File: config.mk
export PLATFORM = sky130hd
export DESIGN_NAME = page_xlate
export DESIGN_NICKNAME = d
export VERILOG_FILES = /design/src/rtl/pgx_pkg.sv /design/src/rtl/pt_store.sv /design/src/rtl/pt_limit.sv /design/src/rtl/pt_lookup.sv /design/src/rtl/page_xlate.sv
export SDC_FILE = /design/constraint.sdc
export NUM_CORES = 1
export LEC_CHECK = 0
export BUFFER_PORTS_ARGS = -buffer_cell sky130_fd_sc_hd__buf_2
export CAP_MARGIN = 20
export CORE_MARGIN = 2
export CORE_UTILIZATION = 57
export DETAILED_ROUTE_END_ITERATION = 10
export MAX_ROUTING_LAYER = met4
export PLACE_DENSITY_LB_ADDON = 0.25
export SLEW_MARGIN = 20
export SYNTH_ARGS = -nofsm -noshare
export SYNTH_HDL_FRONTEND = slang
export SYNTH_HIERARCHICAL = 1
export SYNTH_SLANG_ARGS = --single-unit
export TNS_END_PERCENT = 30
File: constraint.sdc
create_clock -name clk -period 4.3 [get_ports clk]
set_input_delay 0.86 -clock clk [delete_from_list [all_inputs] [get_ports clk]]
set_output_delay 0.86 -clock clk [all_outputs]
set_load 0.01 [all_outputs]
File: src/rtl/pgx_pkg.sv
// Package: shared widths, the entry type, fault codes and reset mapping.
// Assumes a single page size fixed by OFF_W.
package pgx_pkg;
    localparam int VA_W   = 16;
    localparam int OFF_W  = 12;
    localparam int VPN_W  = VA_W - OFF_W;
    localparam int PPN_W  = 4;
    localparam int PA_W   = PPN_W + OFF_W;
    localparam int N_ENT  = 1 << VPN_W;
    localparam int LIM_W  = VPN_W + 1;
    localparam int LIM_RST = 2;

    typedef struct packed {
        logic             valid;
        logic [PPN_W-1:0] ppn;
    } pte_t;

    typedef enum logic [1:0] {
        FLT_NONE  = 2'd0,
        FLT_RANGE = 2'd1,
        FLT_INVAL = 2'd2
    } fault_t;

    // Reset contents: page 0 -> 4, page 1 -> 0, the rest invalid.
    function automatic pte_t reset_entry(input int idx);
        pte_t e;
        e.valid = (idx < 2);
        e.ppn   = (idx == 0) ? PPN_W'(4) : '0;
        return e;
    endfunction
endpackage

File: src/rtl/pt_store.sv
// Module: page table storage. Holds N_ENT entries in flip-flops with one
// write port and one combinational read port. Assumes rd_idx is stable
// around the clock edge; writes appear on the read port next cycle.
module pt_store
    import pgx_pkg::*;
(
    input  logic             clk,
    input  logic             rst_n,
    input  logic             we,
    input  logic [VPN_W-1:0] wr_idx,
    input  pte_t             wr_entry,
    input  logic [VPN_W-1:0] rd_idx,
    output pte_t             rd_entry
);
    pte_t ents [N_ENT];

    genvar g;
    generate
        for (g = 0; g < N_ENT; g++) begin : g_ent
            // Purpose: reset or overwrite one entry.
            always_ff @(posedge clk) begin
                if (!rst_n)
                    ents[g] <= reset_entry(g);
                else if (we && wr_idx == VPN_W'(g))
                    ents[g] <= wr_entry;
            end
        end
    endgenerate

    // Purpose: read the indexed entry.
    always_comb rd_entry = ents[rd_idx];

    assert_write_lands_R8: assert property (@(posedge clk) disable iff (!rst_n)
        we |=> ents[$past(wr_idx)] == $past(wr_entry));
endmodule

File: src/rtl/pt_limit.sv
// Module: the table-size limit register. Resets to LIM_RST and loads on
// a strobe. Assumes any 5-bit value is legal; values above N_ENT allow all.
module pt_limit
    import pgx_pkg::*;
(
    input  logic             clk,
    input  logic             rst_n,
    input  logic             we,
    input  logic [LIM_W-1:0] wval,
    output logic [LIM_W-1:0] lim
);
    // Purpose: hold the current limit.
    always_ff @(posedge clk) begin
        if (!rst_n)
            lim <= LIM_W'(LIM_RST);
        else if (we)
            lim <= wval;
    end

    assert_limit_load_R9: assert property (@(posedge clk) disable iff (!rst_n)
        we |=> lim == $past(wval));
endmodule

File: src/rtl/pt_lookup.sv
// Module: legality check and result register. Compares the page number
// with the limit, checks the entry flag, and registers address and fault.
// Assumes entry and limit are the values before this edge.
module pt_lookup
    import pgx_pkg::*;
(
    input  logic             clk,
    input  logic             rst_n,
    input  logic             req_valid,
    input  logic [VA_W-1:0]  req_va,
    input  pte_t             ent,
    input  logic [LIM_W-1:0] lim,
    output logic             rsp_valid,
    output logic [PA_W-1:0]  rsp_pa,
    output logic [1:0]       rsp_fault
);
    logic [VPN_W-1:0] vpn;
    logic [OFF_W-1:0] off;
    logic             out_of_range;
    fault_t           code;

    // Purpose: split the address and decide the fault code.
    always_comb begin
        vpn          = req_va[VA_W-1:OFF_W];
        off          = req_va[OFF_W-1:0];
        out_of_range = ({1'b0, vpn} >= lim);
        if (out_of_range)      code = FLT_RANGE;
        else if (!ent.valid)   code = FLT_INVAL;
        else                   code = FLT_NONE;
    end

    // Purpose: register the response, zeroed when idle or faulted.
    always_ff @(posedge clk) begin
        if (!rst_n) begin
            rsp_valid <= 1'b0;
            rsp_pa    <= '0;
            rsp_fault <= '0;
        end else begin
            rsp_valid <= req_valid;
            rsp_pa    <= (req_valid && code == FLT_NONE) ? {ent.ppn, off} : '0;
            rsp_fault <= req_valid ? code : FLT_NONE;
        end
    end

    assert_rsp_follows_req_R7: assert property (@(posedge clk) disable iff (!rst_n)
        req_valid |=> rsp_valid);
    assert_idle_quiet_R7: assert property (@(posedge clk) disable iff (!rst_n)
        !rsp_valid |-> (rsp_fault == 2'd0 && rsp_pa == '0));
    assert_offset_pass_R2: assert property (@(posedge clk) disable iff (!rst_n)
        (req_valid && code == FLT_NONE) |=> rsp_pa[OFF_W-1:0] == $past(req_va[OFF_W-1:0]));
    assert_range_first_R6: assert property (@(posedge clk) disable iff (!rst_n)
        (req_valid && {1'b0, req_va[VA_W-1:OFF_W]} >= lim) |=> rsp_fault == 2'd1);
    assert_fault_zero_pa_R4: assert property (@(posedge clk) disable iff (!rst_n)
        (rsp_fault != 2'd0) |-> rsp_pa == '0);
    assert_invalid_code_R5: assert property (@(posedge clk) disable iff (!rst_n)
        (req_valid && {1'b0, req_va[VA_W-1:OFF_W]} < lim && !ent.valid) |=> rsp_fault == 2'd2);
endmodule

File: src/rtl/page_xlate.sv
// Module: top of the page translator. Wires the table, the limit register
// and the lookup stage. Assumes one request per cycle at most; result is
// one cycle later.
module page_xlate
    import pgx_pkg::*;
(
    input  logic             clk,
    input  logic             rst_n,
    input  logic             pte_we,
    input  logic [VPN_W-1:0] pte_idx,
    input  logic [PPN_W-1:0] pte_ppn,
    input  logic             pte_valid,
    input  logic             lim_we,
    input  logic [LIM_W-1:0] lim_val,
    input  logic             req_valid,
    input  logic [VA_W-1:0]  req_va,
    output logic             rsp_valid,
    output logic [PA_W-1:0]  rsp_pa,
    output logic [1:0]       rsp_fault
);
    pte_t             wr_ent;
    pte_t             rd_ent;
    logic [LIM_W-1:0] lim;

    // Purpose: pack the write data into an entry.
    always_comb begin
        wr_ent.valid = pte_valid;
        wr_ent.ppn   = pte_ppn;
    end

    pt_store u_store (
        .clk      (clk),
        .rst_n    (rst_n),
        .we       (pte_we),
        .wr_idx   (pte_idx),
        .wr_entry (wr_ent),
        .rd_idx   (req_va[VA_W-1:OFF_W]),
        .rd_entry (rd_ent)
    );

    pt_limit u_limit (
        .clk   (clk),
        .rst_n (rst_n),
        .we    (lim_we),
        .wval  (lim_val),
        .lim   (lim)
    );

    pt_lookup u_lookup (
        .clk       (clk),
        .rst_n     (rst_n),
        .req_valid (req_valid),
        .req_va    (req_va),
        .ent       (rd_ent),
        .lim       (lim),
        .rsp_valid (rsp_valid),
        .rsp_pa    (rsp_pa),
        .rsp_fault (rsp_fault)
    );

    assert_translate_page_R3: assert property (@(posedge clk) disable iff (!rst_n)
        (req_valid && {1'b0, req_va[VA_W-1:OFF_W]} < lim && rd_ent.valid)
        |=> (rsp_fault == 2'd0 && rsp_pa[PA_W-1:OFF_W] == $past(rd_ent.ppn)));
endmodule

==> results of run 1 <==
## state kept, by name, summed over array words and instances, names as in the netlist
signal              flops
u_store/ents           80
u_lookup/rsp_pa        16
u_limit/lim             5
u_lookup/rsp_fault      2
u_lookup/rsp_valid      1
## cell families after synthesis
family | after synthesis
and+or+nand+nor | 154
adders and majority gates | 4
AOI/OAI and AO/OA | 40
DFF | 104
buffers and inverters | 26
muxes | 25
## power by group
group	total [mW]	internal, mW	switching [mW]
sequential	1.15	1.13	0.0177
clock	0.573	0.267	0.307
combinational	0.184	0.0733	0.111
total	1.91	1.47	0.435
## placed cells by master, fill, tap and decap left out
cell | synthesis | final
a211oi_2 | 1 | 1
bufinv_16 | 0 | 1
mux4_2 | 20 | 20
clkbuf_8 | 0 | 9
nand2b_1 | 3 | 3
nand4_1 | 1 | 1
clkinvlp_4 | 0 | 1
or2_2 | 1 | 1
and3_1 | 1 | 1
dfxtp_1 | 24 | 24
and2_1 | 78 | 78
o21ai_0 | 16 | 16
or3_1 | 3 | 3
clkbuf_1 | 10 | 3
o21ai_2 | 1 | 1
nand4b_1 | 2 | 2
nor2_2 | 1 | 1
buf_2 | 4 | 53
a21oi_1 | 7 | 7
ha_1 | 4 | 4
clkinv_1 | 0 | 2
mux2i_1 | 5 | 5
or3b_2 | 1 | 1
nand3b_1 | 2 | 2
nand4bb_1 | 1 | 1
inv_1 | 4 | 4
nand3_1 | 27 | 27
edfxtp_1 | 80 | 80
a21oi_2 | 10 | 10
nor2b_1 | 7 | 7
buf_4 | 2 | 1
nand2_1 | 8 | 8
a22oi_1 | 5 | 5
nor2_1 | 18 | 18
## how the worst min path moves through the flow
stage	to	slack, ps	cells past startpoint
after floorplan	u_limit/lim[1]	440	2
after global placement	u_limit/lim[1]	460	2
after detailed placement	u_limit/lim[1]	460	2
after CTS	u_limit/lim[1]	480	2
after global routing	u_limit/lim[1]	540	2
final	u_limit/lim[1]	480	2
## worst max-delay path: cells and delay by family
family          cells  cell delay (ps)
simple gates        3              820
compound gates      1              120
mux                 1              520
buf+inv             2              630
## area by class of cell
cell class,count,area (sq um)
Clock buffer,12,135
Clock inverter,4,45.0
Fill cell,640,2960
Inverter,4,15.0
Multi-Input combinational cell,223,1690
Sequential cell,104,2880
Tap cell,105,131
Timing Repair Buffer,54,273
## metrics by stage
stage / utilization [%] / worst slack, ps
after floorplan: - / 1990
after global placement: 61.4 / 1280
after detailed placement: 61.4 / 1230
after CTS: 63.6 / 1600
after global routing: 63.6 / 1420
final: 63.6 / 1630
## layer usage
metal  track usage, %  wire [um]  up-vias
li1                 -          -     1364
met3             3.67        547        8
met5                -          0        -
met1             26.8       3580     1377
met2             38.2       4590       85
met4             6.88        104        0
==> flow_summary.json, run 1 <==
{
  "status": "complete, no violations",
  "synth_seq_cells": 104,
  "yosys.area_share.simple_pct": 18.7,
  "hold_viol": 0,
  "wire_per_inst_um": 17.4,
  "synth_top_area_share_pct": 50.9,
  "worstHoldStart": "u_limit/lim[1]",
  "overflow": 0,
  "syn_avg_cell_area_sq_um": 13.4,
  "min_period_ps": 2670,
  "clock-sinks": 104,
  "reg2regPathDepth": 5,
  "cts_setup_buffers": 0,
  "cp_slowest_cell": "mux4_2",
  "dpl-instance-area_sq_um": 4990,
  "grt_max_degree": 27,
  "drive_above_1_share_pct": 24.9,
  "finalWirelength_mm": 8.82,
  "rsz0062_at_grt": "no",
  "post-synth-top-count-cell": "edfxtp_1",
  "htreeDepth": 3,
  "synth_fp_nets": 392,
  "root_buffer": "clkbuf_8",
  "syn2layout_area_growth_pct": 9.71,
  "die-area_sq_um": 9020,
  "critPathLaunch": "req_va[12]",
  "grt_pass1_wl_mm": 14.0,
  "ir_drop_mv": 0.160,
  "synth_xor_area_share_pct": 0,
  "fin_crit_sh_pct": 62.1,
  "final_antenna_net_count": 0,
  "path_clk_slew_ps": 90,
  "yosysUniqueCellTypes": 33,
  "dr.first_iter.drc_count": 156,
  "synth_top_cell_by_area": "edfxtp_1",
  "synth_ff_type": "edfxtp_1",
  "crit_end": "u_lookup/rsp_fault[1]",
  "die_h_um": 95.0,
  "critPathRequiredTime_ps": 4590,
  "synth_cells": 353,
  "place.port_buffers": 53,
  "first_global_vias": 2742,
  "cp_max_fo": 17,
  "worst_pin_slew_ps": 926,
  "async_flop_share_pct": 0,
  "final_nets": 435,
  "fp-row-count": 33,
  "worstHoldPathType": "reg -> reg",
  "cp-start-kind": "primary input",
  "path_cells": "buf_2 > buf_4 > mux4_2 > nand3_1 > nand3_1 > nand2b_1 > a21oi_1",
  "path_common_cell": "nand3_1",
  "synthesis.area_sq_um": 4720,
  "clk_latency_ps": 360,
  "synth_fa_ha_area_share_pct": 1.06,
  "fp.dieW_um": 95.0,
  "diodes": 0,
  "hold_slack_ps": 476,
  "path_class": "in -> reg",
  "postCtsResizedCells": 0,
  "antenna_found_initial": 0,
  "setup_tns_ps": 0,
  "finalPower_mw": 1.91,
  "cts_tree": "built",
  "dr.pass1.iters": 5,
  "dp_cells": 490,
  "finalSetupViolCount": 0,
  "postLayoutCellArea_sq_um": 5170,
  "worstSetupEndpointType": "flip-flop",
  "max-cap-violations": 0,
  "ff2ff_setup_slack_ps": 2190,
  "clock_tree.buffer_depth": 2,
  "hold_buffers": 0,
  "ys_seq_area_share_pct": 61.1,
  "slowest_delay_ps": 520,
  "viasPerCell": 5.60,
  "synth_mux_area_share_pct": 10.6,
  "num_vias": 2834,
  "hpwl_mm": 6.26,
  "core_sq_um": 8130,
  "layout.cells.non_filler": 506,
  "finClkSkew_ps": 7.58,
  "worstPathArrival_ps": 2960,
  "ios": 54,
  "synth_edf_count": 80,
  "drv_slew": 0,
  "grt_usage_pct": 22.1,
  "synth_top_family_by_area": "simple AND/OR/NAND/NOR gates",
  "cts-buffers-inserted": 9,
  "rr_startpoint": "u_store/ents[3][4]",
  "powerDensity_nw_per_um2": 369,
  "ys_warn_count": 6,
  "rr_endpoint": "u_lookup/rsp_fault[1]",
  "slew-limit-headroom_pct": 38.2,
  "initial_core_util_pct": 58.0,
  "synthTopCellsByCount": "edfxtp_1 (80), and2_1 (78), nand3_1 (27), dfxtp_1 (24), mux4_2 (20)",
  "p_leak_nw": 1.90,
  "synth_compound_area_share_pct": 5.55,
  "drc": 0,
  "yosys-top-cells-area": "edfxtp_1 (51%), and2_1 (10%), dfxtp_1 (10%)",
  "max_freq_mhz": 374,
  "place_congestion": 0.789
}
Note: power is estimated with default switching activity, not from simulation.
==> run 2, diff against run 1 <==
--- a/config.mk
+++ b/config.mk
@@ -5,10 +5,11 @@
 export SDC_FILE = /design/constraint.sdc
 export NUM_CORES = 1
 export LEC_CHECK = 0
+export ABC_AREA = 1
 export BUFFER_PORTS_ARGS = -buffer_cell sky130_fd_sc_hd__buf_2
 export CAP_MARGIN = 20
 export CORE_MARGIN = 2
-export CORE_UTILIZATION = 57
+export CORE_UTILIZATION = 53
 export DETAILED_ROUTE_END_ITERATION = 10
 export MAX_ROUTING_LAYER = met4
 export PLACE_DENSITY_LB_ADDON = 0.25
==> constraint.sdc (replaced) <==
create_clock -name clk -period 2.45 [get_ports clk]
set_input_delay 0.49 -clock clk [delete_from_list [all_inputs] [get_ports clk]]
set_output_delay 0.49 -clock clk [all_outputs]
set_load 0.01 [all_outputs]
==> run 2 against run 1 <==
- clock-buffer cell count is 2 higher
- worst hold slack got worse by 150 ps
- synthesized cell count increased by 67%
- routed wire length grew 29%
- total power is 87% higher
- first-iteration DRC count is 72% higher
- clock power grew 99%
- worst setup slack got worse by 1000 ps
- critical path depth increased by 3
- final area is 8.1% higher
- critical endpoint is now u_lookup/rsp_pa[5]
==> flow_summary.json, run 2 <==
{
  "drv_slew": 0,
  "yosysUniqueCellTypes": 21,
  "setup_ws_ps": 592,
  "holdPathStages": 3,
  "path_common_cell": "nand3_1",
  "diodes": 0,
  "synth_seq_cells": 104,
  "cp-start-kind": "primary input",
  "hpwl_mm": 7.89,
  "hold_buffers": 0,
  "layout_common_cells": "nand2_1 (142), inv_1 (108), nor2_1 (94)",
  "ys_seq_area_share_pct": 57.8,
  "grt_usage_pct": 24.3,
  "first_global_vias": 3708,
  "final_core_util_pct": 60.8,
  "async_flop_share_pct": 0,
  "drc": 0,
  "layout_commonest_cell": "nand2_1",
  "worstSetupEndpointType": "flip-flop",
  "synth_ff_type": "edfxtp_1",
  "drive_above_1_share_pct": 16.1,
  "cts_tree": "built",
  "wire_per_inst_um": 15.1,
  "finClkSkew_ps": 8.71,
  "cp_slowest_cell": "inv_1",
  "num_vias": 3946,
  "slowest_delay_ps": 420,
  "grt_max_degree": 42,
  "critPathRequiredTime_ps": 2750,
  "die-area_sq_um": 10200,
  "die_h_um": 101,
  "path_cells": "buf_2 > inv_1 > nand3_1 > nand3_1 > nand3_1 > nand2_1 > inv_1 > nor2_4 > nand4_4 > nor2_2",
  "crit_family": "simple AND/OR/NAND/NOR gates",
  "path_depth": 10,
  "cts-buffers-inserted": 9,
  "syn_avg_cell_area_sq_um": 8.49,
  "syn2layout_area_growth_pct": 12.1,
  "postCtsResizedCells": 0,
  "reg.largest.list": "u_store/ents: 80 flops, u_lookup/rsp_pa: 16 flops, u_limit/lim: 5 flops",
  "rsz0062_at_grt": "no",
  "fillers": 828,
  "root_buffer": "clkbuf_8",
  "synth_top_cell_by_area": "edfxtp_1",
  "antenna_found_initial": 0,
  "worst_pin_slew_ps": 787,
  "path_clk_slew_ps": 90,
  "synth_top_area_share_pct": 48.1,
  "synth_edf_count": 80,
  "core_sq_um": 9200,
  "p_leak_nw": 2.73,
  "worstPathArrival_ps": 2150,
  "place_congestion": 0.878,
  "post-synth-top-count-cell": "nand2_1",
  "powerDensity_nw_per_um2": 637,
  "yosys-top-cells-area": "edfxtp_1 (48%), nand2_1 (11%), dfxtp_1 (9.6%)",
  "regMostFlops": "u_store/ents",
  "max-cap-violations": 0,
  "clock-sinks": 104,
  "slew-limit-headroom_pct": 47.5,
  "status": "complete, no violations",
  "hold_viol": 0,
  "clk_latency_ps": 360,
  "rr_startpoint": "u_store/ents[0][4]",
  "max_freq_mhz": 538,
  "clock_tree.buffer_depth": 2,
  "finalSetupViolCount": 0,
  "hold_end": "u_lookup/rsp_pa[10]",
  "hold_slack_ps": 329,
  "place.port_buffers": 53,
  "place_ws_ps": 212,
  "synth_cells": 588,
  "rr_endpoint": "u_lookup/rsp_pa[5]",
  "fin_crit_sh_pct": 75.8,
  "initial_core_util_pct": 54.3,
  "setup_tns_ps": 0,
  "synth_fp_nets": 627,
  "finalPower_mw": 3.56,
  "overflow": 0,
  "ys_warn_count": 6,
  "finalWirelength_mm": 11.4,
  "largest_reg_flops": 80,
  "final_nets": 679,
  "synthesis.area_sq_um": 4990,
  "fp.dieW_um": 101,
  "crit_buf_inv": 3,
  "cp_max_fo": 17,
  "cts_setup_buffers": 0,
  "htreeDepth": 3,
  "min_period_ps": 1860,
  "ios": 54,
  "worstHoldPathType": "in -> reg",
  "path_class": "in -> reg",
  "final_antenna_net_count": 0,
  "ir_drop_mv": 0.359,
  "grt_pass1_wl_mm": 18.2,
  "viasPerCell": 5.22,
  "worstHoldStart": "req_va[10]",
  "ff2ff_setup_slack_ps": 850,
  "dr.first_iter.drc_count": 269,
  "synthTopCellsByCount": "nand2_1 (142), inv_1 (108), nor2_1 (94), edfxtp_1 (80), nand3_1 (69)",
  "reg2regPathDepth": 10,
  "dr.pass1.iters": 5,
  "fp-row-count": 35
}
[run 2: changes by cell type in the layout (fill, tap and decap cells not counted), sizes merged, moves of 5 or more]
cell   previous run  this run
and2             78         0
mux2i             5         0
o21ai            17         8
mux4             20         0
nand3            27        70
buf              54        66
nand4             1        11
nor2             19       107
a21oi            17         0
a22oi             5         0
inv               4       109
nor2b             7         0
nand2             8       147
[run 2: worst max path at each step]
stage | from | end
2_1_floorplan | req_va[12] | u_lookup/rsp_pa[1]
3_3_place_gp | req_va[12] | u_lookup/rsp_pa[13]
3_5_place_dp | req_va[13] | u_lookup/rsp_pa[11]
4_1_cts | req_va[13] | u_lookup/rsp_pa[5]
5_1_grt | req_va[12] | u_lookup/rsp_pa[11]
6_report | req_va[13] | u_lookup/rsp_pa[5]
[run 2: where the power goes]
group	switching, mW	internal (mW)
Clock	0.578	0.557
Combinational	0.281	0.125
Sequential	0.0302	1.99
[run 2: per-stage QoR]
step | cell area, sq um | cells
6_report | 5590 | 756
5_1_grt | 5590 | 756
4_1_cts | 5590 | 756
3_5_place_dp | 5370 | 740
3_3_place_gp | 5370 | 740
2_1_floorplan | 4990 | 588
[run 2: area by class of cell]
cell class                 instances  area, sq um  area share [%]
clock buffer                      14          206            3.69
clock inverter                     2         15.0           0.269
inverter                         109          409            7.32
multi-input combinational        350         1580            28.2
sequential                       104         2880            51.6
tap                              111          139            2.48
timing repair buffer              66          363            6.49
[run 2: tightest hold or removal path, delay by kind of cell]
| family | cells | cell delay [ps] |
|---|---|---|
| AND/OR/NAND/NOR | 1 | 30 |
| buffers and inverters | 2 | 130 |
[run 2: cells by family (layout without fill, tap and decap cells)]
| group | Yosys count | after routing | share of synthesized area [%] |
|---|---|---|---|
| adder cells (fa/ha/maj) | 4 | 4 | 1.00 |
| AND/OR/NAND/NOR | 337 | 337 | 29.7 |
| AO/OA/AOI/OAI | 9 | 9 | 0.928 |
| flip-flops | 104 | 104 | 57.8 |
| buffers and inverters | 134 | 191 | 10.6 |
[run 2: routing by layer]
| layer | GRT usage, % | wire length [um] |
|---|---|---|
| met4 | 9.88 | 257 |
| met3 | 5.41 | 864 |
| met1 | 30.7 | 4780 |
| met2 | 38.1 | 5480 |
| met5 | - | 0 |
==> run 3, diff against run 2 <==
--- a/config.mk
+++ b/config.mk
@@ -9,7 +9,7 @@
 export BUFFER_PORTS_ARGS = -buffer_cell sky130_fd_sc_hd__buf_2
 export CAP_MARGIN = 20
 export CORE_MARGIN = 2
-export CORE_UTILIZATION = 53
+export CORE_UTILIZATION = 57
 export DETAILED_ROUTE_END_ITERATION = 10
 export MAX_ROUTING_LAYER = met4
 export PLACE_DENSITY_LB_ADDON = 0.25
==> constraint.sdc (replaced) <==
create_clock -name clk -period 1.8 [get_ports clk]
set_input_delay 0.36 -clock clk [delete_from_list [all_inputs] [get_ports clk]]
set_output_delay 0.36 -clock clk [all_outputs]
set_load 0.01 [all_outputs]
==> run 3 against run 2 <==
- sequential power increased by 36%
- clock power increased by 27%
- register-to-register slack got worse by 570 ps
- non-clock buffer count increased by 20
- worst hold slack got worse by 140 ps
- worst setup slack got worse by 310 ps
- critical path depth increased by 1
- global-route usage increased by 1.1 points
- final cell count increased by 2.2%
- first-iteration DRC count increased by 12%
- sequential share of layout area decreased by 1.5 points
- via count decreased by 0.13%
- critical path type is now reg -> reg
- highest routed layer unchanged
==> flow_summary.json, run 3 (same netlist as run 2, synthesis figures left out) <==
{
  "place.port_buffers": 53,
  "path_cells": "nand2_1 > nand2_1 > nand2_1 > nand3_1 > nand3_1 > nand2_1 > inv_1 > nor2_4 > nand4_4 > buf_4 > nor2_1",
  "fp.dieW_um": 97.6,
  "rr_startpoint": "u_store/ents[6][4]",
  "postLayoutCellArea_sq_um": 5760,
  "max-cap-violations": 0,
  "critPathRequiredTime_ps": 2100,
  "antenna_found_initial": 0,
  "postCtsResizedCells": 0,
  "cp-start-kind": "flip-flop",
  "worstPathArrival_ps": 1820,
  "layout_common_cells": "nand2_1 (142), inv_1 (108), nor2_1 (94)",
  "worstSetupEndpointType": "flip-flop",
  "min_period_ps": 1520,
  "worstHoldStart": "req_va[8]",
  "grt_usage_pct": 25.3,
  "drive_above_1_share_pct": 18.5,
  "final_core_util_pct": 67.0,
  "finClkSkew_ps": 14.8,
  "clock_tree.buffer_depth": 2,
  "initial_core_util_pct": 58.1,
  "rsz0062_at_grt": "no",
  "hold_buffers": 0,
  "hold_viol": 0,
  "path_common_cell": "nand2_1",
  "final_antenna_net_count": 0,
  "layout.cells.non_filler": 773,
  "htreeDepth": 3,
  "diodes": 0,
  "cts-buffers-inserted": 9,
  "largest_reg_flops": 80,
  "first_global_vias": 3859,
  "grt_max_degree": 42,
  "hpwl_mm": 7.81,
  "slowest_delay_ps": 400,
  "finalWirelength_mm": 11.1,
  "p_leak_nw": 2.83,
  "holdPathStages": 3,
  "clk_latency_ps": 380,
  "setup_ws_ps": 281,
  "setup_tns_ps": 0,
  "final_nets": 699,
  "die-area_sq_um": 9520,
  "path_clk_slew_ps": 110,
  "num_vias": 3941,
  "dr.first_iter.drc_count": 301,
  "finalSetupViolCount": 0,
  "wire_per_inst_um": 14.4,
  "dpl-instance-area_sq_um": 5570,
  "regMostFlops": "u_store/ents",
  "worstHoldPathType": "in -> reg",
  "root_buffer": "clkbuf_8",
  "cp_max_fo": 6,
  "ff2ff_setup_slack_ps": 280,
  "powerDensity_nw_per_um2": 832,
  "die_h_um": 97.6,
  "worst_pin_slew_ps": 453,
  "cp_slowest_cell": "edfxtp_1",
  "layout_commonest_cell": "nand2_1",
  "syn2layout_area_growth_pct": 15.4,
  "drv_slew": 0,
  "rr_endpoint": "u_lookup/rsp_pa[13]",
  "grt_pass1_wl_mm": 18.2,
  "clock-sinks": 104,
  "cts_setup_buffers": 0,
  "path_class": "reg -> reg",
  "ios": 54,
  "max_freq_mhz": 658,
  "place_congestion": 0.878,
  "overflow": 0,
  "slew-limit-headroom_pct": 69.7,
  "ir_drop_mv": 0.426,
  "hold_end": "u_lookup/rsp_pa[8]",
  "cts_tree": "built",
  "fin_crit_sh_pct": 84.4,
  "status": "complete, no violations",
  "dr.pass1.iters": 5,
  "reg2regPathDepth": 11,
  "place_ws_ps": -58.4,
  "dp_cells": 757,
  "viasPerCell": 5.10,
  "drc": 0,
  "core_sq_um": 8590,
  "reg.largest.list": "u_store/ents: 80 flops, u_lookup/rsp_pa: 16 flops, u_limit/lim: 5 flops",
  "fp-row-count": 34
}
==> run 3: cell count changes in the layout (fill, tap and decap cells not counted) <==
cell / change
buf_12: +4
clkinv_4: -1
clkinv_1: +1
inv_4: +1
inv_6: +2
buf_4: +16
clkbuf_8: -2
clkbuf_2: -1
clkbuf_16: -1
inv_8: +1
==> run 3: through the flow <==
step	power (mW)	hold WS (ps)
after floorplan	3.15	428
after global placement	3.38	442
after detailed placement	3.40	452
after CTS	4.80	189
after global routing	4.99	197
final	4.79	193
==> run 3: cell type report <==
type | instances | area [sq um]
Sequential cell | 104 | 2880
Fill cell | 712 | 2830
Multi-Input combinational cell | 350 | 1580
Timing Repair Buffer | 86 | 563
Inverter | 109 | 409
Clock buffer | 10 | 149
Tap cell | 108 | 135
Clock inverter | 6 | 45.0
==> run 3: routing by layer <==
layer,global-route usage (%),routed length (um),up-vias
met1,33.3,4590,1782
met4,8.87,246,0
met3,3.24,852,23
met5,-,0,-
li1,-,-,1972
met2,41.0,5420,164
==> run 3: worst max path at each step <==
stage / from / depth (start not counted) / slack [ps] / endpoint
after floorplan: req_va[12] / 13 / 90 / u_lookup/rsp_pa[1]
after global placement: req_va[12] / 14 / 50 / u_lookup/rsp_pa[14]
after detailed placement: req_va[12] / 14 / -60 / u_lookup/rsp_pa[13]
after CTS: u_store/ents[6][4] / 11 / 280 / u_lookup/rsp_pa[13]
after global routing: u_store/ents[6][4] / 11 / 180 / u_lookup/rsp_pa[13]
final: u_store/ents[6][4] / 11 / 280 / u_lookup/rsp_pa[13]
==> run 3: where the power goes <==
| group | switching [mW] | internal (mW) |
|---|---|---|
| Clock | 0.840 | 0.605 |
| Sequential | 0.0397 | 2.71 |
| Combinational | 0.387 | 0.213 |
| Total | 1.27 | 3.53 |
==> run 3: critical path: cells and delay by family (launching register included) <==
kind	cells	cell delay, ps
buffers and inverters	2	250
flip-flops	1	400
AND/OR/NAND/NOR	9	800
